[src/rtl/rxd_pkg.sv]
package rxd_pkg;
  typedef enum logic [1:0] {
    DRV_PP_INV = 2'b00,
    DRV_PP     = 2'b01,
    DRV_OD     = 2'b10,
    DRV_OS     = 2'b11
  } irq_drv_e;

  localparam logic [1:0] ADDR_CTRL = 2'd0;
  localparam logic [1:0] ADDR_ICFG = 2'd1;
  localparam logic [1:0] ADDR_STAT = 2'd2;
  localparam logic [1:0] ADDR_DATA = 2'd3;
endpackage

[src/rtl/rxd_gap_timer.sv]
module rxd_gap_timer #(
  parameter int GAP_W = 3
) (
  input  logic             clk_i,
  input  logic             rst_ni,
  input  logic             tick_i,
  input  logic             valid_i,
  input  logic [GAP_W-1:0] gap_len_i,
  output logic             armed_o,
  output logic [GAP_W-1:0] gap_cnt_o,
  output logic             eof_o
);
  logic             armed_q;
  logic [GAP_W-1:0] cnt_q;

  // >= so that a length lowered mid-gap still terminates
  assign eof_o     = tick_i && !valid_i && armed_q && (cnt_q >= gap_len_i);
  assign armed_o   = armed_q;
  assign gap_cnt_o = cnt_q;

  always_ff @(posedge clk_i or negedge rst_ni) begin
    if (!rst_ni) begin
      armed_q <= 1'b0;
      cnt_q   <= '0;
    end else if (tick_i) begin
      if (valid_i) begin
        armed_q <= 1'b1;
        cnt_q   <= '0;
      end else if (eof_o) begin
        armed_q <= 1'b0;
        cnt_q   <= '0;
      end else if (armed_q) begin
        cnt_q <= cnt_q + 1'b1;
      end
    end
  end
endmodule

[src/rtl/rxd_assembler.sv]
module rxd_assembler #(
  parameter int DATA_W = 8,
  localparam int CNT_W = $clog2(DATA_W)
) (
  input  logic              clk_i,
  input  logic              rst_ni,
  input  logic              shift_i,
  input  logic              bit_i,
  input  logic              flush_i,
  output logic              full_o,
  output logic              part_o,
  output logic [DATA_W-1:0] word_o,
  output logic [CNT_W-1:0]  cnt_o
);
  localparam logic [CNT_W-1:0] LAST = CNT_W'(DATA_W - 1);

  logic [DATA_W-1:0] sh_q;
  logic [CNT_W-1:0]  cnt_q;

  assign full_o = shift_i && (cnt_q == LAST);
  assign part_o = flush_i && (cnt_q != '0);
  assign cnt_o  = full_o ? '0 : cnt_q;
  assign word_o = full_o ? {sh_q[DATA_W-2:0], bit_i} : sh_q;

  always_ff @(posedge clk_i or negedge rst_ni) begin
    if (!rst_ni) begin
      sh_q  <= '0;
      cnt_q <= '0;
    end else if (full_o || flush_i) begin
      sh_q  <= '0;
      cnt_q <= '0;
    end else if (shift_i) begin
      sh_q  <= {sh_q[DATA_W-2:0], bit_i};
      cnt_q <= cnt_q + 1'b1;
    end
  end
endmodule

[src/rtl/rxd_irq_drv.sv]
module rxd_irq_drv
  import rxd_pkg::*;
(
  input  irq_drv_e style_i,
  input  logic     pend_i,
  output logic     pin_o,
  output logic     oe_o
);
  always_comb begin
    unique case (style_i)
      DRV_OS:     begin pin_o = 1'b1;    oe_o = pend_i; end
      DRV_OD:     begin pin_o = 1'b0;    oe_o = pend_i; end
      DRV_PP:     begin pin_o = pend_i;  oe_o = 1'b1;   end
      default:    begin pin_o = !pend_i; oe_o = 1'b1;   end
    endcase
  end
endmodule

[src/rtl/rxd_deser.sv]
module rxd_deser
  import rxd_pkg::*;
#(
  parameter int DATA_W = 8,
  parameter int GAP_W  = 3,
  localparam int CNT_W = $clog2(DATA_W)
) (
  input  logic              clk_i,
  input  logic              rst_ni,
  input  logic              bit_tick_i,
  input  logic              bit_valid_i,
  input  logic              bit_data_i,
  input  logic [1:0]        reg_addr_i,
  input  logic              reg_we_i,
  input  logic [DATA_W-1:0] reg_wdata_i,
  output logic [DATA_W-1:0] reg_rdata_o,
  output logic              ser_valid_o,
  output logic              ser_data_o,
  output logic              irq_o,
  output logic              irq_oe_o
);
  localparam int EOF_IE_BIT  = 4;
  localparam int BYTE_IE_BIT = 5;
  localparam int CNT_LSB     = 2;

  logic             byte_en_q;
  logic [GAP_W-1:0] gap_len_q;
  irq_drv_e         style_q;
  logic             eof_ie_q, byte_ie_q;
  logic             rdy_q, eof_q;
  logic [CNT_W-1:0] part_cnt_q;
  logic [DATA_W-1:0] data_q;

  logic             armed_w, eof_w, full_w, part_w, pend_w;
  logic [GAP_W-1:0] gap_cnt_w;
  logic [DATA_W-1:0] word_w;
  logic [CNT_W-1:0] cnt_w;
  logic             valid_tick, wr_ctrl, wr_icfg, wr_stat;

  assign valid_tick = bit_tick_i && bit_valid_i;
  assign wr_ctrl    = reg_we_i && (reg_addr_i == ADDR_CTRL);
  assign wr_icfg    = reg_we_i && (reg_addr_i == ADDR_ICFG);
  assign wr_stat    = reg_we_i && (reg_addr_i == ADDR_STAT);

  assign ser_valid_o = valid_tick && !byte_en_q;
  assign ser_data_o  = ser_valid_o && bit_data_i;

  rxd_gap_timer #(.GAP_W(GAP_W)) u_gap (
    .clk_i     (clk_i),
    .rst_ni    (rst_ni),
    .tick_i    (bit_tick_i),
    .valid_i   (bit_valid_i),
    .gap_len_i (gap_len_q),
    .armed_o   (armed_w),
    .gap_cnt_o (gap_cnt_w),
    .eof_o     (eof_w)
  );

  rxd_assembler #(.DATA_W(DATA_W)) u_asm (
    .clk_i   (clk_i),
    .rst_ni  (rst_ni),
    .shift_i (valid_tick && byte_en_q),
    .bit_i   (bit_data_i),
    .flush_i (eof_w),
    .full_o  (full_w),
    .part_o  (part_w),
    .word_o  (word_w),
    .cnt_o   (cnt_w)
  );

  always_ff @(posedge clk_i or negedge rst_ni) begin
    if (!rst_ni) begin
      byte_en_q <= 1'b0;
      gap_len_q <= GAP_W'(3);
      style_q   <= DRV_PP;
      eof_ie_q  <= 1'b0;
      byte_ie_q <= 1'b0;
    end else begin
      if (wr_ctrl) begin
        gap_len_q <= reg_wdata_i[GAP_W-1:0];
        byte_en_q <= reg_wdata_i[GAP_W];
      end
      if (wr_icfg) begin
        style_q   <= irq_drv_e'(reg_wdata_i[1:0]);
        eof_ie_q  <= reg_wdata_i[EOF_IE_BIT];
        byte_ie_q <= reg_wdata_i[BYTE_IE_BIT];
      end
    end
  end

  // set has priority over a same-cycle write-one-to-clear
  always_ff @(posedge clk_i or negedge rst_ni) begin
    if (!rst_ni) begin
      rdy_q      <= 1'b0;
      eof_q      <= 1'b0;
      part_cnt_q <= '0;
      data_q     <= '0;
    end else begin
      rdy_q <= full_w || (rdy_q && !(wr_stat && reg_wdata_i[0]));
      eof_q <= eof_w  || (eof_q && !(wr_stat && reg_wdata_i[1]));
      if (full_w || eof_w) part_cnt_q <= cnt_w;
      if (full_w || part_w) data_q <= word_w;
    end
  end

  assign pend_w = (rdy_q && byte_ie_q) || (eof_q && eof_ie_q);

  rxd_irq_drv u_irq (
    .style_i (style_q),
    .pend_i  (pend_w),
    .pin_o   (irq_o),
    .oe_o    (irq_oe_o)
  );

  always_comb begin
    reg_rdata_o = '0;
    unique case (reg_addr_i)
      ADDR_CTRL: begin
        reg_rdata_o[GAP_W-1:0] = gap_len_q;
        reg_rdata_o[GAP_W]     = byte_en_q;
      end
      ADDR_ICFG: begin
        reg_rdata_o[1:0]         = style_q;
        reg_rdata_o[EOF_IE_BIT]  = eof_ie_q;
        reg_rdata_o[BYTE_IE_BIT] = byte_ie_q;
      end
      ADDR_STAT: begin
        reg_rdata_o[0] = rdy_q;
        reg_rdata_o[1] = eof_q;
        reg_rdata_o[CNT_LSB +: CNT_W] = part_cnt_q;
      end
      default: reg_rdata_o = data_q;
    endcase
  end
endmodule

[config.mk]
export PLATFORM = sky130hd
export DESIGN_NAME = rxd_deser
export DESIGN_NICKNAME = d
export VERILOG_FILES = /design/src/rtl/rxd_pkg.sv /design/src/rtl/rxd_gap_timer.sv /design/src/rtl/rxd_assembler.sv /design/src/rtl/rxd_irq_drv.sv /design/src/rtl/rxd_deser.sv
export SDC_FILE = /design/constraint.sdc
export NUM_CORES = 1
export LEC_CHECK = 0
export ABC_AREA = 1
export BUFFER_PORTS_ARGS = -buffer_cell sky130_fd_sc_hd__buf_2
export CAP_MARGIN = 30
export CORE_ASPECT_RATIO = 0.5
export CORE_UTILIZATION = 50
export CTS_CLUSTER_SIZE = 10
export DETAILED_ROUTE_END_ITERATION = 12
export HOLD_SLACK_MARGIN = 0.06
export PLACE_DENSITY = 0.73
export SYNTH_ARGS = -nofsm -noshare
export SYNTH_HDL_FRONTEND = slang
export SYNTH_SLANG_ARGS = --single-unit
[constraint.sdc]
create_clock -name clk_i -period 2.2 [get_ports clk_i]
set_input_delay 0.11 -clock clk_i [delete_from_list [all_inputs] [get_ports clk_i]]
set_output_delay 0.11 -clock clk_i [all_outputs]
set_load 0.01 [all_outputs]
After elaboration in Yosys (flattened, before gate mapping)
Index checks and enable logic that the tools add are counted.
Widths: inputs -> output; s select.
- bits in registers: 36
- output and inout bits: 12
- add/sub/neg operators: 2
- multiplexer cells: 18
- order comparisons: 1
- reduce and logical (&&, ||, !) cells: 38
- equality and inequality tests: 6
- operators by type and width (operator ; count):
    $mux 8 ; 3
    $logic_and 1x1->1 ; 18
    $mux 3 ; 6
    $pmux 2 s3 ; 2
    $add 3x1->3 const B ; 2
    $eq 2x2->1 const B ; 3
    $pmux 1 s3 ; 2
    $reduce_bool 3->1 ; 2
    $logic_not 1->1 ; 5
    $logic_or 1x1->1 ; 5
    $eq 2x1->1 const B ; 2
    $reduce_and 2->1 ; 2
    $reduce_bool 2->1 ; 2
    $reduce_or 2->1 ; 2
    $eq 3x3->1 const B ; 1
    $ge 3x3->1 ; 1
    $mux 1 ; 3
    $reduce_or 3->1 ; 1
    $logic_not 2->1 ; 1
    $mux 2 ; 1
    $pmux 1 s2 ; 1

Depth between registers and ports, before layout
Gate-level depths: netlist of run 1.
- word-level depth: 6
- depth in mapped cells: 10
- gate-level depth less buffers: 10

Hierarchy
Synthesis of run 1 repeated with hierarchy kept, for this count alone.
- cells, all modules: 271
- area, all modules: 2050.7 µm²
- modules (own cells, without submodules) (module ; times used ; seq. area each (µm²) ; cells each ; area an instance (µm²)):
    rxd_deser ; 1 ; 529.3 ; 137 ; 1116.1
    rxd_assembler ; 1 ; 275.3 ; 88 ; 628.1
    rxd_gap_timer ; 1 ; 100.1 ; 40 ; 282.8
    rxd_irq_drv ; 1 ; 0.0 ; 6 ; 23.8

Worst setup path before layout of run 1
No wires, ideal clock.
- path type: flip-flop to flip-flop
- from: reg gap_len_q[1]
- to: reg u_gap.cnt_q[2], in the netlist u_gap.gap_cnt_o[2]
- stages on the path, launching flop included: 11
- clock period less this slack: 1556 ps
- arrival time: 1479 ps
- path slack: 644 ps
- data required time: 2123 ps
- cell sequence: dfstp_2 > inv_1 > ha_1 > nand2_1 > inv_1 > nand2_1 > nand2_1 > nand2_1 > buf_4 > nand2_1 > a21oi_1
- cells in the longest elaborated chain, start to end: 4
- ends and longest elaborated chain (item ; RTL line ; source):
    start: declaration ; rxd_deser.sv:27 ; logic [GAP_W-1:0] gap_len_q;
    start signal: assignment ; rxd_deser.sv:80 ; gap_len_q <= reg_wdata_i[GAP_W-1:0];
    $ge 3x3->1 (*) ; rxd_gap_timer.sv:17 ; assign eof_o = tick_i && !valid_i && armed_q && (cnt_q >= gap_len_i);
    $logic_and 1x1->1 (*) ; rxd_gap_timer.sv:17 ;
    $reduce_bool 3->1 (no source line) / $mux 3 (equally long branches) ; -- ;
    $reduce_and 2->1 (no source line) / $mux 3 (equally long branches) ; -- ;
    end signal: assignment ; rxd_gap_timer.sv:33 ; cnt_q <= cnt_q + 1'b1;
    end: declaration ; rxd_gap_timer.sv:14 ; logic [GAP_W-1:0] cnt_q;
Mark *: on every way between the ends. The rest lies on a longest branch, timed or not.
A chain may end at the register's enable or synchronous reset.

Final worst setup path of run 1
- from: reg gap_len_q[1]
- to: reg part_cnt_q[1]
- cells in the longest elaborated chain, start to end: 3
- ends and longest elaborated chain (item ; RTL line ; source):
    $ge 3x3->1 ; rxd_gap_timer.sv:17 ;
    $logic_and 1x1->1 ; rxd_gap_timer.sv:17 ;
    $logic_or 1x1->1 ; rxd_deser.sv:101 ; if (full_w || eof_w) part_cnt_q <= cnt_w;
    end signal: assignment ; rxd_deser.sv:101 ;
    end: declaration ; rxd_deser.sv:31 ; logic [CNT_W-1:0] part_cnt_q;
Every way passes these cells.

==> results.cfg, run 1 <==
[run_status]
status = finished, final reports clean

[clocking]
cts_root_buf = clkbuf_8
cts_resized = 0
h-tree-depth = 2
cts_tree = yes
clk_pin_slew_ns = 0.07
numCtsBuffers = 5
cts.sinks = 36
postCtsSetupBuffers = 0
clk_latency_ns = 0.29
cts_max_path_buffers = 2

[cells_and_area]
register_area_um2 = 905
syn2layout_area_growth_pct = 17.2
final_cell_area_um2 = 2240
fillCellCount = 314
final_util = 0.631
multi_input_area_um2 = 880
drive_gt1_frac = 0.168
fin_nets = 301
diodes = 0

[logic_synthesis]
ys_ff_latch = 36
synth_warnings = 0
synth_area_um2 = 1910
syn_inst = 245
synth_fp_nets = 268
synthTopCellsByArea = dfrtp_1 43%, nand2_1 19%, nand3_1 7.3%
avgSynthCellArea_um2 = 7.79
synth.top_cell.area_share = 0.433
synth_area_leader_cell = dfrtp_1
synth_cell_types = 24
ys_seq_area_frac = 0.474

[pwr]
peakVddDrop_mv = 0.425
p_leak_nw = 1.22
p_per_area_nw_per_um2 = 953

[floorplan]
die_area_um2 = 4080
row_count = 15
die_x_um = 89.4
ios = 28
die_y_um = 45.7
initial_core_util = 0.538
core-area_um2 = 3550

[grt]
grt_antenna_before_repair = 0
first_global_vias = 1495
globalRouteOverflowTotal = 0
track_usage = 0.232
grt_pass1_wl_um = 6820
grt_max_degree = 37

[detailed_routing]
vias = 1688
drtPass1Iterations = 4
drt_iter0_drc = 133
vias_per_cell = 5.12
ant_nets = 0
post_drt_wl_per_cell_um = 12.3
drc = 0
routed_wl_um = 4050

[sta]
fmax_ghz = 0.567
timing.final.hold_violations = 0
hold_ws_ns = 0.0868
fin_crit_ns = 1.76
finalSetupTns_ns = 0
fin_crit_sh = 0.802
setup_viol = 0
worst_pin_slew_ns = 0.813
skew_ns = 0.00508
relSlewSlack = 0.458
slew_violations = 0
rsz0062_at_grt = no

[critical_path]
reg2regPathDepth = 10
critPathMaxFanout = 28
critical_path_class = register to register
worst_setup_path_end_kind = register
rr_startpoint = gap_len_q[1]$_DFFE_PN1P_
critPathLaunchType = register
cp.arrival_ns = 1.99
reg2reg_slack_ns = 0.44
r2r-end = part_cnt_q[1]$_DFFE_PN0P_
cp_data_required_time_ns = 2.42

[place]
io_buffers = 25
place_congestion = 0.820
dp_hpwl_um = 2810
place_area_um2 = 2090

[min_path]
min_path_cells = 3
hp-start = reg_wdata_i[5]
hold_path_class = primary input to register
min_to = byte_ie_q$_DFFE_PN0P_

[flow_run]
cap_viol_max_count = 0
worst max-delay path, stage by stage (launching register included):
cell and delay [ns]:
dfstp_2 0.55, inv_1 0.05, ha_1 0.28, nand2_1 0.06
inv_1 0.04, nand2_1 0.06, nand2_1 0.11, nand2_1 0.19
buf_12 0.19, nand3_1 0.09, o21ai_1 0.08
cells in the mapped netlist:
master	number
nand2_1	95
buf_2	4
o21ai_1	6
o21ai_0	9
ha_1	7
nor2_1	7
buf_1	1
dfrtp_1	33
dfstp_2	3
a21oi_1	4
inv_2	1
nand3_2	1
nand3_4	1
buf_4	1
inv_1	20
clkbuf_1	1
nand3_1	28
nor2_2	3
nor3_1	1
nand4_1	14
buf_6	1
mux2_1	1
xor2_1	2
nand2_2	1
worst max-delay path by stage:
stage | cells after the start | end | start
after global routing | 10 | u_asm.cnt_q[1]$_DFFE_PN0P_ | gap_len_q[1]$_DFFE_PN1P_
after detailed placement | 10 | part_cnt_q[1]$_DFFE_PN0P_ | gap_len_q[1]$_DFFE_PN1P_
after global placement | 10 | part_cnt_q[2]$_DFFE_PN0P_ | gap_len_q[1]$_DFFE_PN1P_
final | 10 | part_cnt_q[1]$_DFFE_PN0P_ | gap_len_q[1]$_DFFE_PN1P_
after CTS | 10 | part_cnt_q[1]$_DFFE_PN0P_ | gap_len_q[1]$_DFFE_PN1P_
after floorplan | 10 | u_gap.gap_cnt_o[2]$_DFFE_PN0P_ | gap_len_q[1]$_DFFE_PN1P_
area by class of cell:
| cell class | count | area share |
|---|---|---|
| Tap cell | 51 | 0.0285 |
| Sequential cell | 36 | 0.404 |
| Timing Repair Buffer | 34 | 0.0973 |
| Multi-Input combinational cell | 180 | 0.393 |
| Inverter | 21 | 0.0352 |
| Clock inverter | 2 | 0.00447 |
| Clock buffer | 6 | 0.0369 |
through the flow:
step | power, mW | instances | setup slack, ns
6_report | 2.13 | 330 | 0.435
5_1_grt | 2.32 | 330 | 0.261
3_5_place_dp | 1.65 | 317 | 0.457
3_3_place_gp | 1.61 | 317 | 0.482
4_1_cts | 2.15 | 330 | 0.429
2_1_floorplan | 1.45 | 245 | 0.644
where the power goes:
part           total [mW]  switching (mW)  internal (mW)
logic               0.625           0.370          0.255
registers            1.02           0.154          0.862
clock network       0.491           0.241          0.250
cell families (layout without fill, tap and decap cells):
kind of cell             count (synthesis)  count (layout)  share of synthesized area
adder cells (fa/ha/maj)                  7               7                     0.0459
buffers and inverters                   29              63                     0.0655
flip-flops                              36              36                      0.474
multiplexers                             1               1                    0.00590
AO/OA/AOI/OAI                           19              19                     0.0498
XOR/XNOR                                 2               2                    0.00918
AND/OR/NAND/NOR                        151             151                      0.350
timing repair:
item	4_1_cts	5_1_grt
hold buffers	5	0
endpoints found under the setup margin	0	0
hold endpoints to repair	37	0
sequential cells by signal (all words and copies together) (netlist names):
name,flops
data_q,8
u_asm.sh_q,8
gap_len_q,3
part_cnt_q,3
u_asm.cnt_q,3
u_gap.gap_cnt_o,3
style_q,2
byte_en_q,1
byte_ie_q,1
eof_ie_q,1
eof_q,1
rdy_q,1
u_gap.armed_o,1
layer usage:
metal | global-route usage | share of wire | up-vias
met5 | 0 | 0 | -
li1 | - | - | 867
met3 | 0.0815 | 0.060 | 5
met2 | 0.336 | 0.44 | 50
met1 | 0.327 | 0.49 | 766
met4 | 0.0762 | 0.013 | 0
cell usage in the layout (no fill, tap or decap):
cell type      count
nor3_1             1
ha_1               7
a21oi_1            4
xor2_1             2
nand2_2            1
dfstp_2            3
clkinv_2           2
nand3_2            1
o21ai_1            6
nand3_1           28
dfrtp_1           33
nor2_1             7
nand3_4            1
dlygate4sd3_1      5
buf_12             1
inv_1             20
nand2_1           95
clkbuf_8           6
buf_2             25
nor2_2             3
buf_4              3
inv_2              1
mux2_1             1
o21ai_0            9
nand4_1           14
(Power assumes the default switching activity.)
==> run 2: changes to the inputs <==
Settings changed: ABC_AREA 1 to 0, PLACE_DENSITY 0.73 to 0.76.
Clock period 2.2 ns to 1.6 ns, I/O delays scaled along.
==> run 2 against run 1 <==
The run now ends with setup timing left. Synthesized cell count fell by 28%. Final area increased by 18%. Highest routed layer unchanged. Sequential cell count did not move. Fmax shrank 11%. Non-clock buffer count increased by 28. Global-route usage up 0.58 points. Synthesized area rose by 2.5%. Combinational power grew to 2.6 times the previous value.
==> results.cfg, run 2 <==
[run_status]
status = finished, violations left
violations = setup timing

[detailed_routing]
drc = 0
drtPass1Iterations = 4
routed_wl_um = 4710
post_drt_wl_per_cell_um = 16.3
vias = 1610
vias_per_cell = 5.57
ant_nets = 0
drt_iter0_drc = 63

[pwr]
power_mw = 3.63
p_per_area_nw_per_um2 = 1380
p_leak_nw = 1.28
peakVddDrop_mv = 0.467

[grt]
grt_antenna_before_repair = 0
first_global_vias = 1532
globalRouteOverflowTotal = 0
track_usage = 0.238
grt_max_degree = 37
grt_pass1_wl_um = 7410

[sta]
timing.final.hold_violations = 0
fin_crit_ns = 1.99
hold_ws_ns = 0.0667
setup_viol = 26
skew_ns = 0.0106
layout_setup_ws_ns = -0.388
relSlewSlack = 0.696
worst_pin_slew_ns = 0.456
fin_crit_sh = 1.24
fmax_ghz = 0.503
slew_violations = 0
rsz0062_at_grt = yes

[place]
io_buffers = 25
dp_cells = 268
place_area_um2 = 2320
place_congestion = 0.804
dp_hpwl_um = 3050

[logic_synthesis]
syn_inst = 177
synth_warnings = 0
ys_seq_area_frac = 0.462
synthTopCellsByArea = dfrtp_1 42%, mux2_2 14%, ha_1 4.5%
ys_ff_latch = 36
yosys.cell_count.top_type = dfrtp_1
avgSynthCellArea_um2 = 11.1
ys_top_cells_by_count = 33 x dfrtp_1, 25 x mux2_2, 14 x nand2_1, 14 x nor2_1, 12 x a21oi_1
synth.top_cell.area_share = 0.422
ys_async_sr_fraction = 1.00
synth_fp_nets = 200
synth_flop_cell = dfrtp_1
synth_area_leader_cell = dfrtp_1
synth_area_um2 = 1960
synth_edf_count = 0
synth_cell_types = 35

[critical_path]
critPathMaxFanout = 8
worst_setup_path_end_kind = register
critPathLaunchType = register
critical_path_class = register to register
worstPathCellList = inv_2 > ha_4 > nand2_4 > o21a_4 > o41ai_4 > buf_6 > mux2_2
crit_path_max_incr_delay_ns = 0.54
cp_data_required_time_ns = 1.77
cp.arrival_ns = 2.15
cp_slowest_cell = dfstp_2

[cells_and_area]
final_util = 0.734
drive_gt1_frac = 0.458
multi_input_area_um2 = 1080
top_regs = data_q: 8 flops, u_asm.sh_q: 8 flops
stdcell_count = 289
fillCellCount = 232
final_common_cell = dfrtp_1
register_area_um2 = 905
most-common-layout-cells = 33 x dfrtp_1, 25 x buf_2, 24 x buf_4
syn2layout_area_growth_pct = 34.5
diodes = 0
fin_nets = 260
final_cell_area_um2 = 2630

[floorplan]
initial_core_util = 0.546
die_area_um2 = 4180
die_x_um = 90.5
die_y_um = 46.2
row_count = 15
ios = 28
core-area_um2 = 3580

[flow_run]
cap_viol_max_count = 0

[min_path]
hold_path_class = primary input to register

[clocking]
numCtsBuffers = 5
cts_root_buf = clkbuf_8
cts.sinks = 36
clk_latency_ns = 0.29
h-tree-depth = 2
cts_tree = yes
clk_pin_slew_ns = 0.08
cts_max_path_buffers = 2
## run 2: layout make-up
cell class | instances | area share
multi-input combinational | 124 | 0.411
inverter | 8 | 0.0114
clock inverter | 1 | 0.00190
tap | 51 | 0.0243
sequential | 36 | 0.344
timing repair buffer | 62 | 0.179
clock buffer | 7 | 0.0290
## run 2: final timing paths
| check | from | to | slack (ns) | cells past startpoint |
|---|---|---|---|---|
| min in group asynchronous | rst_ni | u_asm.cnt_q[0]$_DFFE_PN0P_ | 0.34 | 3 |
| min reg2reg | data_q[7]$_DFFE_PN0P_ | data_q[7]$_DFFE_PN0P_ | 0.51 | 1 |
| max | gap_len_q[1]$_DFFE_PN1P_ | data_q[6]$_DFFE_PN0P_ | -0.39 | 7 |
| max reg2reg | gap_len_q[1]$_DFFE_PN1P_ | data_q[6]$_DFFE_PN0P_ | -0.39 | 7 |
| min | reg_wdata_i[0] | gap_len_q[0]$_DFFE_PN1P_ | 0.07 | 2 |
| max in group asynchronous | rst_ni | gap_len_q[1]$_DFFE_PN1P_ | 0.89 | 3 |
## run 2: logic make-up after synthesis
group / count (synthesis) / synth area share
and+or+nand+nor: 55 / 0.155
DFF: 36 / 0.462
muxes: 31 / 0.187
AOI/OAI and AO/OA: 30 / 0.107
buffers and inverters: 17 / 0.0384
adders and majority gates: 7 / 0.0448
xor gates and xnor gates: 1 / 0.00448
## run 2: worst max-delay path: cells and delay by family (launching register included)
| family | cells | cell delay [ns] |
|---|---|---|
| compound gates | 2 | 0.44 |
| fa+ha+maj | 1 | 0.26 |
| buf+inv | 2 | 0.24 |
| flops | 1 | 0.54 |
| mux | 1 | 0.33 |
| simple gates | 1 | 0.05 |
## run 2: report_power, final
part	switching (mW)	total, mW	internal (mW)
Combinational	0.717	1.60	0.886
Sequential	0.218	1.40	1.18
Clock	0.323	0.629	0.306
## run 2: per-stage QoR
stage / TNS, ns / worst slack, ns
floorplan: -5.81 / -0.386
global placement: -4.10 / -0.323
detailed placement: -4.86 / -0.355
CTS: -5.91 / -0.338
global route: -9.03 / -0.440
finish: -7.67 / -0.388
## run 2: metal layers
metal | vias up | routed length [um] | track usage | share of wire
met4 | 0 | 61 | 0.0581 | 0.013
met2 | 46 | 2260 | 0.430 | 0.48
met3 | 11 | 216 | 0.0644 | 0.046
li1 | 746 | - | - | -
met1 | 807 | 2170 | 0.294 | 0.46
met5 | - | 0 | 0 | 0
## run 2: repair_timing
item | 4_1_cts | 5_1_grt
gates cloned | 0 | 0
hold buffers | 6 | 0
pin swaps | 4 | 4
hold endpoints to repair | 38 | 0
setup buffers | 4 | 3
endpoints found under the setup margin | 26 | 28
resized for setup | 12 | 10
